[src/rtl/qws_pkg.sv]
package qws_pkg;
  localparam int CODE_W = 12;
  localparam int TBL_AW = 4;
  localparam int TBL_N  = 1 << TBL_AW;
  localparam int WORD_W = 16;
  localparam int SEL_W  = 2;
  localparam int MODE_W = TBL_AW + 4;

  localparam logic [SEL_W-1:0] SEL_MODE  = 2'd0;
  localparam logic [SEL_W-1:0] SEL_BASE  = 2'd1;
  localparam logic [SEL_W-1:0] SEL_TABLE = 2'd2;

  localparam int EN_BIT   = MODE_W - 1;
  localparam int BIP_BIT  = MODE_W - 2;
  localparam int SYM_BIT  = MODE_W - 3;
  localparam int CONT_BIT = MODE_W - 4;

  typedef struct packed {
    logic              loadBase;
    logic              loadWord;
    logic [TBL_AW-1:0] wrPtr;
    logic              seqOn;
    logic              negate;
    logic              zeroOff;
    logic [TBL_AW-1:0] rdIdx;
  } strobe_t;
endpackage

[src/rtl/qws_ctrl.sv]
module qws_ctrl
  import qws_pkg::*;
#(
  parameter int SYNC_STAGES = 2
) (
  input  logic              clk,
  input  logic              rstN,
  input  logic              wrEn,
  input  logic [SEL_W-1:0]  wrSel,
  input  logic [WORD_W-1:0] wrData,
  input  logic              stepIn,
  output strobe_t           strb,
  output logic              periodDone
);
  localparam int SHIFT_W = SYNC_STAGES + 1;

  logic [MODE_W-1:0] modeReg;
  logic [TBL_AW-1:0] wrPtr;
  logic [SHIFT_W-1:0] syncQ;
  logic stepRise;
  logic active, stopped;
  logic [1:0] quarter, nQuarter, lastQ;
  logic [TBL_AW-1:0] pos, nPos, depth, back;
  logic enBit, bipBit, symBit, contBit;
  logic modeWr, wordWr, advance, endNow;

  assign enBit   = modeReg[EN_BIT];
  assign bipBit  = modeReg[BIP_BIT];
  assign symBit  = modeReg[SYM_BIT];
  assign contBit = modeReg[CONT_BIT];
  assign depth   = modeReg[TBL_AW-1:0];

  assign modeWr = wrEn && (wrSel == SEL_MODE);
  assign wordWr = wrEn && (wrSel == SEL_TABLE) && !enBit;

  always_ff @(posedge clk) begin
    if (!rstN) begin
      modeReg <= '0;
      wrPtr   <= '0;
    end else begin
      if (modeWr) modeReg <= wrData[MODE_W-1:0];
      if (modeWr) wrPtr <= '0;
      else if (wordWr) wrPtr <= wrPtr + 1'b1;
    end
  end

  // step input synchronizer plus one extra stage for edge detection
  always_ff @(posedge clk) begin
    if (!rstN) syncQ <= '0;
    else       syncQ <= {syncQ[SHIFT_W-2:0], stepIn};
  end
  assign stepRise = syncQ[SHIFT_W-2] & ~syncQ[SHIFT_W-1];

  assign lastQ = symBit ? 2'd3 : 2'd0;

  always_comb begin
    nQuarter = quarter;
    nPos     = pos;
    if (!active) begin
      nQuarter = 2'd0;
      nPos     = '0;
    end else if (pos >= depth) begin
      nPos     = '0;
      nQuarter = (quarter >= lastQ) ? 2'd0 : quarter + 2'd1;
    end else begin
      nPos = pos + 1'b1;
    end
  end

  assign endNow  = (nQuarter == lastQ) && (nPos == depth);
  assign advance = stepRise && enBit && !stopped;

  always_ff @(posedge clk) begin
    if (!rstN) begin
      active     <= 1'b0;
      stopped    <= 1'b0;
      quarter    <= 2'd0;
      pos        <= '0;
      periodDone <= 1'b0;
    end else if (!enBit) begin
      active     <= 1'b0;
      stopped    <= 1'b0;
      quarter    <= 2'd0;
      pos        <= '0;
      periodDone <= 1'b0;
    end else begin
      periodDone <= 1'b0;
      if (advance) begin
        active     <= 1'b1;
        quarter    <= nQuarter;
        pos        <= nPos;
        periodDone <= endNow;
        if (endNow && !contBit) stopped <= 1'b1;
      end
    end
  end

  // mirrored quarters read the table backwards; index 0 means zero offset
  assign back = depth - pos;

  always_comb begin
    strb.loadBase = wrEn && (wrSel == SEL_BASE);
    strb.loadWord = wordWr;
    strb.wrPtr    = wrPtr;
    strb.seqOn    = enBit;
    strb.negate   = bipBit && quarter[1];
    strb.zeroOff  = !active || (quarter[0] && (back == '0));
    strb.rdIdx    = quarter[0] ? back - 1'b1 : pos;
  end

  AST_DONE_ONE_CYCLE: assert property (@(posedge clk) disable iff (!rstN)
    periodDone |=> !periodDone);
  AST_DONE_NEEDS_STEP: assert property (@(posedge clk) disable iff (!rstN)
    periodDone |-> $past(stepRise));
  AST_STOP_HOLD: assert property (@(posedge clk) disable iff (!rstN)
    (stopped && $past(stopped)) |-> ($stable(pos) && $stable(quarter)));
  AST_DISABLE_RESTART: assert property (@(posedge clk) disable iff (!rstN)
    !enBit |=> (!active && pos == '0 && quarter == 2'd0));
endmodule

[src/rtl/qws_data.sv]
module qws_data
  import qws_pkg::*;
(
  input  logic              clk,
  input  logic              rstN,
  input  strobe_t           strb,
  input  logic [WORD_W-1:0] wrData,
  output logic [CODE_W-1:0] dacCode
);
  localparam logic [CODE_W-1:0] CODE_MAX = '1;

  logic [TBL_N-1:0][CODE_W-1:0] tbl;
  logic [CODE_W-1:0] baseReg, offset, nextCode;
  logic [CODE_W:0] sumWide;

  always_ff @(posedge clk) begin
    if (!rstN) begin
      baseReg <= '0;
      tbl     <= '0;
    end else begin
      if (strb.loadBase) baseReg <= wrData[CODE_W-1:0];
      if (strb.loadWord) tbl[strb.wrPtr] <= wrData[WORD_W-1 -: CODE_W];
    end
  end

  assign offset  = strb.zeroOff ? '0 : tbl[strb.rdIdx];
  assign sumWide = {1'b0, baseReg} + {1'b0, offset};

  always_comb begin
    if (strb.negate)
      nextCode = (offset > baseReg) ? '0 : baseReg - offset;
    else
      nextCode = sumWide[CODE_W] ? CODE_MAX : sumWide[CODE_W-1:0];
  end

  always_ff @(posedge clk) begin
    if (!rstN) dacCode <= '0;
    else       dacCode <= nextCode;
  end

  AST_TABLE_FROZEN: assert property (@(posedge clk) disable iff (!rstN)
    (strb.seqOn && $past(strb.seqOn)) |-> $stable(tbl));
  AST_NO_WRITE_WHEN_ON: assert property (@(posedge clk) disable iff (!rstN)
    !(strb.seqOn && strb.loadWord));
endmodule

[src/rtl/quarterWaveSeq.sv]
module quarterWaveSeq
  import qws_pkg::*;
(
  input  logic              clk,
  input  logic              rstN,
  input  logic              wrEn,
  input  logic [SEL_W-1:0]  wrSel,
  input  logic [WORD_W-1:0] wrData,
  input  logic              stepIn,
  output logic [CODE_W-1:0] dacCode,
  output logic              periodDone
);
  strobe_t strb;

  qws_ctrl #(.SYNC_STAGES(2)) uCtrl (
    .clk        (clk),
    .rstN       (rstN),
    .wrEn       (wrEn),
    .wrSel      (wrSel),
    .wrData     (wrData),
    .stepIn     (stepIn),
    .strb       (strb),
    .periodDone (periodDone)
  );

  qws_data uData (
    .clk     (clk),
    .rstN    (rstN),
    .strb    (strb),
    .wrData  (wrData),
    .dacCode (dacCode)
  );
endmodule

[config.mk]
export PLATFORM = sky130hd
export DESIGN_NAME = quarterWaveSeq
export DESIGN_NICKNAME = d
export VERILOG_FILES = /design/src/rtl/qws_pkg.sv /design/src/rtl/qws_ctrl.sv /design/src/rtl/qws_data.sv /design/src/rtl/quarterWaveSeq.sv
export SDC_FILE = /design/constraint.sdc
export NUM_CORES = 1
export LEC_CHECK = 0
export ABC_AREA = 1
export BUFFER_PORTS_ARGS = -buffer_cell sky130_fd_sc_hd__buf_2
export CAP_MARGIN = 20
export CORE_AREA = 2 2 148 150
export DETAILED_ROUTE_END_ITERATION = 8
export DIE_AREA = 0 0 150 152
export PLACE_DENSITY = 0.75
export SYNTH_ARGS = -nofsm -noshare
export SYNTH_HDL_FRONTEND = slang
export SYNTH_SLANG_ARGS = --single-unit
[constraint.sdc]
create_clock -name clk -period 6.8 [get_ports clk]
set_input_delay 1.36 -clock clk [delete_from_list [all_inputs] [get_ports clk]]
set_output_delay 1.36 -clock clk [all_outputs]
set_load 0.05 [all_outputs]
==> Word-level counts from Yosys, hierarchy flattened <==
Cells that the tools add are included.
{ "word_totals": {"input_bits": 22, "out_inout_bits": 13, "wordCells": 84, "reg_bits": 240} }
{ "classes": {"reduce_logical": 22, "mux": 16, "n_addsub": 7, "bitwise_logic": 3, "n_eq_ne": 4, "n_lt_le_gt_ge": 6} }
{ "op_table": {"columns": ["operator", "n"], "rows": [
  ["$bwmux 192", 1],
  ["$mux 12", 6],
  ["$bmux 12 s4", 1],
  ["$demux 12 s4", 1],
  ["$add 12x12->13", 1],
  ["$gt 12x12->1", 1],
  ["$mux 4", 3],
  ["$sub 12x12->12", 1],
  ["$logic_and 1x1->1", 11],
  ["$lt 4x5->1 const B", 2],
  ["$add 4x1->4 const B", 2],
  ["$mux 2", 4],
  ["$eq 4x4->1", 1],
  ["$ge 4x1->1 const B", 1],
  ["$ge 4x4->1", 1],
  ["$logic_not 1->1", 4],
  ["$logic_not 4->1", 1],
  ["$reduce_and 2->1", 2],
  ["$sub 4x1->4 const B", 1],
  ["$sub 4x4->4", 1],
  ["$reduce_and 3->1", 1],
  ["$add 2x1->2 const B", 1],
  ["$eq 2x1->1 const B", 1],
  ["$eq 2x2->1", 1],
  ["7 further kinds", 8]
]} }

==> Longest topological paths before layout <==
{ "depth": {"depth_word": 9, "mapped_depth": 29, "ltp_nobuf": 28} }

==> Hierarchy <==
From an unflattened synthesis, not the netlist that was laid out.
{ "hier_totals": {"cells_unflattened": 1788, "area_unflattened_um2": 12180.4} }
{ "by_module_without_submodules": {"columns": ["module", "area_each_um2", "cells_each", "n_inst", "seq_area_each_um2"], "rows": [
  ["qws_data", 10692.8, 1576, 1, 4324.1],
  ["qws_ctrl", 1487.7, 212, 1, 480.5]
]} }

==> Least setup slack after synthesis <==
No wires, ideal clock.
{ "synth_path": {"path_kind": "reg-to-reg", "startpoint": "register uCtrl.pos[0]", "endpoint": "register uData.dacCode[9]", "n_path_buf": 2, "path_slack_ns": 2.687, "required_ns": 6.687, "path_stages_with_launch": 28, "arrival_ns": 4.000, "setup_time_ns": 0.113, "period_less_slack_ns": 4.113, "path_cell_list": "dfxtp_1 -> ha_1 -> inv_1 -> fa_1 -> inv_1 -> ha_1 -> nand2_1 -> o21ai_1 -> buf_4 -> buf_4 -> o31ai_1 -> nand2_1 -> nand2_1 -> inv_1 -> nor2_1 -> nor2_1 -> ha_1 -> fa_1 -> inv_1 -> o31ai_1 -> nand2_1 -> nand2_1 -> nand2_1 -> nand2_1 -> nor2_1 -> nand3_1 -> nand2_1 -> nor2_1"} }
{ "synth_via": {"elab_chain_len": 9, "elab_cells_between_ends": 15, "cone_classes": "4 x add/sub; 1 x order compare; 7 x mux; 3 x reduce/logical"} }
{ "synth_rtl": {"columns": ["item", "line_no", "rtl"], "rows": [
  ["from (decl)", "qws_ctrl.sv:23", "logic [TBL_AW-1:0] pos, nPos, depth, back;"],
  ["from (signal assigned)", "qws_ctrl.sv:91", "pos <= nPos;"],
  ["$sub 4x4->4", "qws_ctrl.sv:99", "assign back = depth - pos;"],
  ["$sub 4x1->4", "qws_ctrl.sv:108", "strb.rdIdx = quarter[0] ? back - 1'b1 : pos;"],
  ["$mux 4", "qws_ctrl.sv:108", null],
  ["$bmux 12 s4", "qws_data.sv:26", "assign offset = strb.zeroOff ? '0 : tbl[strb.rdIdx];"],
  ["$mux 12 (not written as such)", "qws_data.sv:26", null],
  ["$mux 12 *", "qws_data.sv:26", null],
  ["$add 12x12->13 (tied with other cells)", "qws_data.sv:27", "assign sumWide = {1'b0, baseReg} + {1'b0, offset};"],
  ["$mux 12, on equally long branches", "qws_data.sv:33, qws_data.sv:31", null],
  ["$mux 12 *", "qws_data.sv:30", "if (strb.negate)"],
  ["to (signal assigned)", "qws_data.sv:38", "else dacCode <= nextCode;"],
  ["to (decl)", "qws_data.sv:8", "output logic [CODE_W-1:0] dacCode"]
]} }
Mark *: on every way between the ends. The rest lies on a longest branch, timed or not. The select of a mux whose other input is x is not followed.
A chain may end at the register's enable or synchronous reset.

==> Worst setup path in the final report <==
Ends and elaborated chain as after synthesis.

==> results.json <==
{
  "yosys_warnings": 0,
  "cts_root_buffer": "clkbuf_16",
  "clk_path_buf_depth": 3,
  "total_power_mw": 3.21,
  "synth_top_area_cell": "dfxtp_1",
  "dp_hpwl_microns": 23200,
  "avgSynthCellArea_sq_um": 6.51,
  "slowest_stage": "fa_1",
  "met3_usage_pct": 4.50,
  "timing.hold.ws_ns": 0.421,
  "slew_headroom_pct": 36.2,
  "drt_iter0_markers": 1021,
  "cp.arrival_ns": 5.49,
  "busiest_layer": "met2",
  "grt_start_max_net_pins": 132,
  "dieArea_sq_um": 22800,
  "gp_congestion": 0.890,
  "reg2reg_from": "uCtrl.pos[0]",
  "clock_skew_ns": 0.0210,
  "grt_pass1_vias": 10993,
  "area_growth_pct": 8.38,
  "post_cts_resize_count": 0,
  "critPathMaxFanout": 34,
  "fp.coreArea_sq_um": 21400,
  "critical_path.max_stage_delay_ns": 0.56,
  "syn_nets": 1994,
  "placed_cells": 2127,
  "clk_pin_slew_worst_paths_ns": 0.06,
  "maxClockFrequency_mhz": 198,
  "syn_inst": 1930,
  "crit_type": "flip-flop to flip-flop",
  "drv_cap": 0,
  "path_common_cell": "nand2_1",
  "syn_area_sq_um": 12600,
  "viasPerCell": 5.52,
  "ys_types": 38,
  "tightestPinTransition_ns": 0.956,
  "hp-class": "flip-flop to flip-flop",
  "overflow": 0,
  "met2_usage_pct": 48.8,
  "synthTopCellsByArea": "dfxtp_1 (38%), o21ai_0 (11%), nor2_1 (11%)",
  "layout-drive-gt1-share_pct": 5.68,
  "die_h_microns": 152,
  "start_util_pct": 58.9,
  "critPathRequiredTime_ns": 7.24,
  "cts_tree": "built",
  "ant_nets": 0,
  "r2r_slack_ns": 1.75,
  "ir_drop_mv": 0.225,
  "ys_seq_area_share_pct": 38.2,
  "post-route-period-util_pct": 74.3,
  "ios": 35,
  "tns_ns": 0,
  "wl_per_cell_microns": 16.4,
  "drt-total-wl_microns": 35700,
  "ys_ff_latch": 240,
  "drc": 0,
  "fin_nets": 1943,
  "fin_crit_ns": 5.05,
  "crit_buf_inv": 5,
  "antenna_found_initial": 0,
  "rsz0062_at_grt": "no",
  "outcome": "complete, no violations",
  "synth_most_common_cell": "nor2_1",
  "synthArstFlopShare_pct": 0,
  "fin_cells": 2181,
  "dr.pass1.iters": 7,
  "cts_setup_buffers": 0,
  "hold_start": "uCtrl.syncQ[0]",
  "cts_buffers": 28,
  "start_kind": "flip-flop",
  "p_leak_nw": 6.43,
  "hold_buffers": 0,
  "critPathTopFamily": "simple AND/OR/NAND/NOR gates",
  "drv_slew": 0,
  "critPathLaunch": "uCtrl.pos[0]",
  "power.density_nw_per_um2": 236,
  "setup.worst_path.end_class": "flip-flop",
  "numClockSinks": 240,
  "ys.flop_type": "dfxtp_1",
  "rows": 54,
  "numPortBuffers": 34,
  "antennaDiodeCount": 0,
  "grt_first_pass_wirelength_microns": 56900,
  "die_w_microns": 150,
  "use_met1_pct": 41.3,
  "synth_top_area_share_pct": 38.2,
  "vias": 12050,
  "clk_latency_ns": 0.56,
  "grt_use_total_pct": 30.7,
  "yosys-top-cells-count": "nor2_1 (364), nand2_1 (360), o21ai_0 (281)",
  "hold_viol": 0,
  "setup_violations": 0,
  "synth_edf_count": 0,
  "cts_htree_levels": 1
}
[flip-flops by register name (all words and copies together) (netlist names)]
signal / flops
uCtrl.stopped: 1
uCtrl.quarter: 2
uData.dacCode: 12
uCtrl.active: 1
uCtrl.syncQ: 3
uData.baseReg: 12
uCtrl.wrPtr: 4
uCtrl.pos: 4
uCtrl.modeReg: 8
uData.tbl: 192
uCtrl.periodDone: 1
[cells by family (layout without fill, tap and decap cells)]
group	Yosys count	after routing	synth area share, %
adders and majority gates	42	42	4.36
DFF	240	240	38.2
and+or+nand+nor	866	866	27.6
buffers and inverters	328	299	10.8
xor gates and xnor gates	14	14	1.15
AOI/OAI and AO/OA	440	440	17.9
[cell type report]
type | instances | area (sq um)
Sequential cell | 240 | 4800
Inverter | 201 | 757
Clock inverter | 7 | 110
Tap cell | 280 | 350
Timing Repair Buffer | 46 | 290
Clock buffer | 45 | 895
Fill cell | 1942 | 7730
Multi-Input combinational cell | 1362 | 6420
[layer usage]
metal  routed length, microns  up-vias
li1                         -     6028
met1                    15600     5473
met4                     1640        0
met5                        0        -
met2                    16100      439
met3                     2380      110
[worst reg2reg max path: stages, from the launching register on]
cell and delay (ns):
dfxtp_1 0.48, ha_1 0.19, inv_1 0.06, fa_1 0.56, inv_1 0.07, ha_1 0.27
nand2_1 0.08, o21ai_4 0.31, buf_4 0.46, nand3_1 0.15, o21ai_1 0.18, nand2_1 0.11
nand2_1 0.10, nand3_1 0.12, nand3_1 0.16, ha_1 0.26, inv_1 0.17, a21oi_1 0.22
o21ai_0 0.11, inv_1 0.06, nand2_1 0.09, nand2_1 0.07, nand2_1 0.11, nor2_1 0.29
nand3_1 0.14, nand2_1 0.08, nor2_1 0.04
[final timing paths]
path                                    endpoint  depth (start not counted)
worst max-delay path            uData.dacCode[9]                         26
worst max register to register  uData.dacCode[9]                         26
worst min-delay path              uCtrl.syncQ[1]                          2
worst min register to register    uCtrl.syncQ[1]                          2
[where the power goes]
part	total (mW)	switching [mW]	leakage [nW]	internal (mW)
logic	0.189	0.138	3.99	0.0512
registers	1.43	0.00922	1.94	1.42
clock network	1.59	0.619	0.499	0.975
[placed cells by master, fill, tap and decap left out, types with 28 or more instances in the layout]
master	instances
o21ai_1	32
nand2_1	360
o21ai_0	281
inv_1	198
clkbuf_16	28
a21oi_1	110
nor2_1	364
buf_2	33
ha_1	39
dfxtp_1	240
nand3_1	114
[through the flow]
stage                     util (%)  setup WS (ns)  instance area [sq um]
after detailed placement      58.9           1.86                  12600
after global placement        58.9           1.93                  12600
after CTS                     63.6           1.82                  13600
final                         63.8           1.75                  13600
after global routing          63.8           1.32                  13600
after floorplan                  -           2.69                  12600
Power figures use the tool's default switching activity.
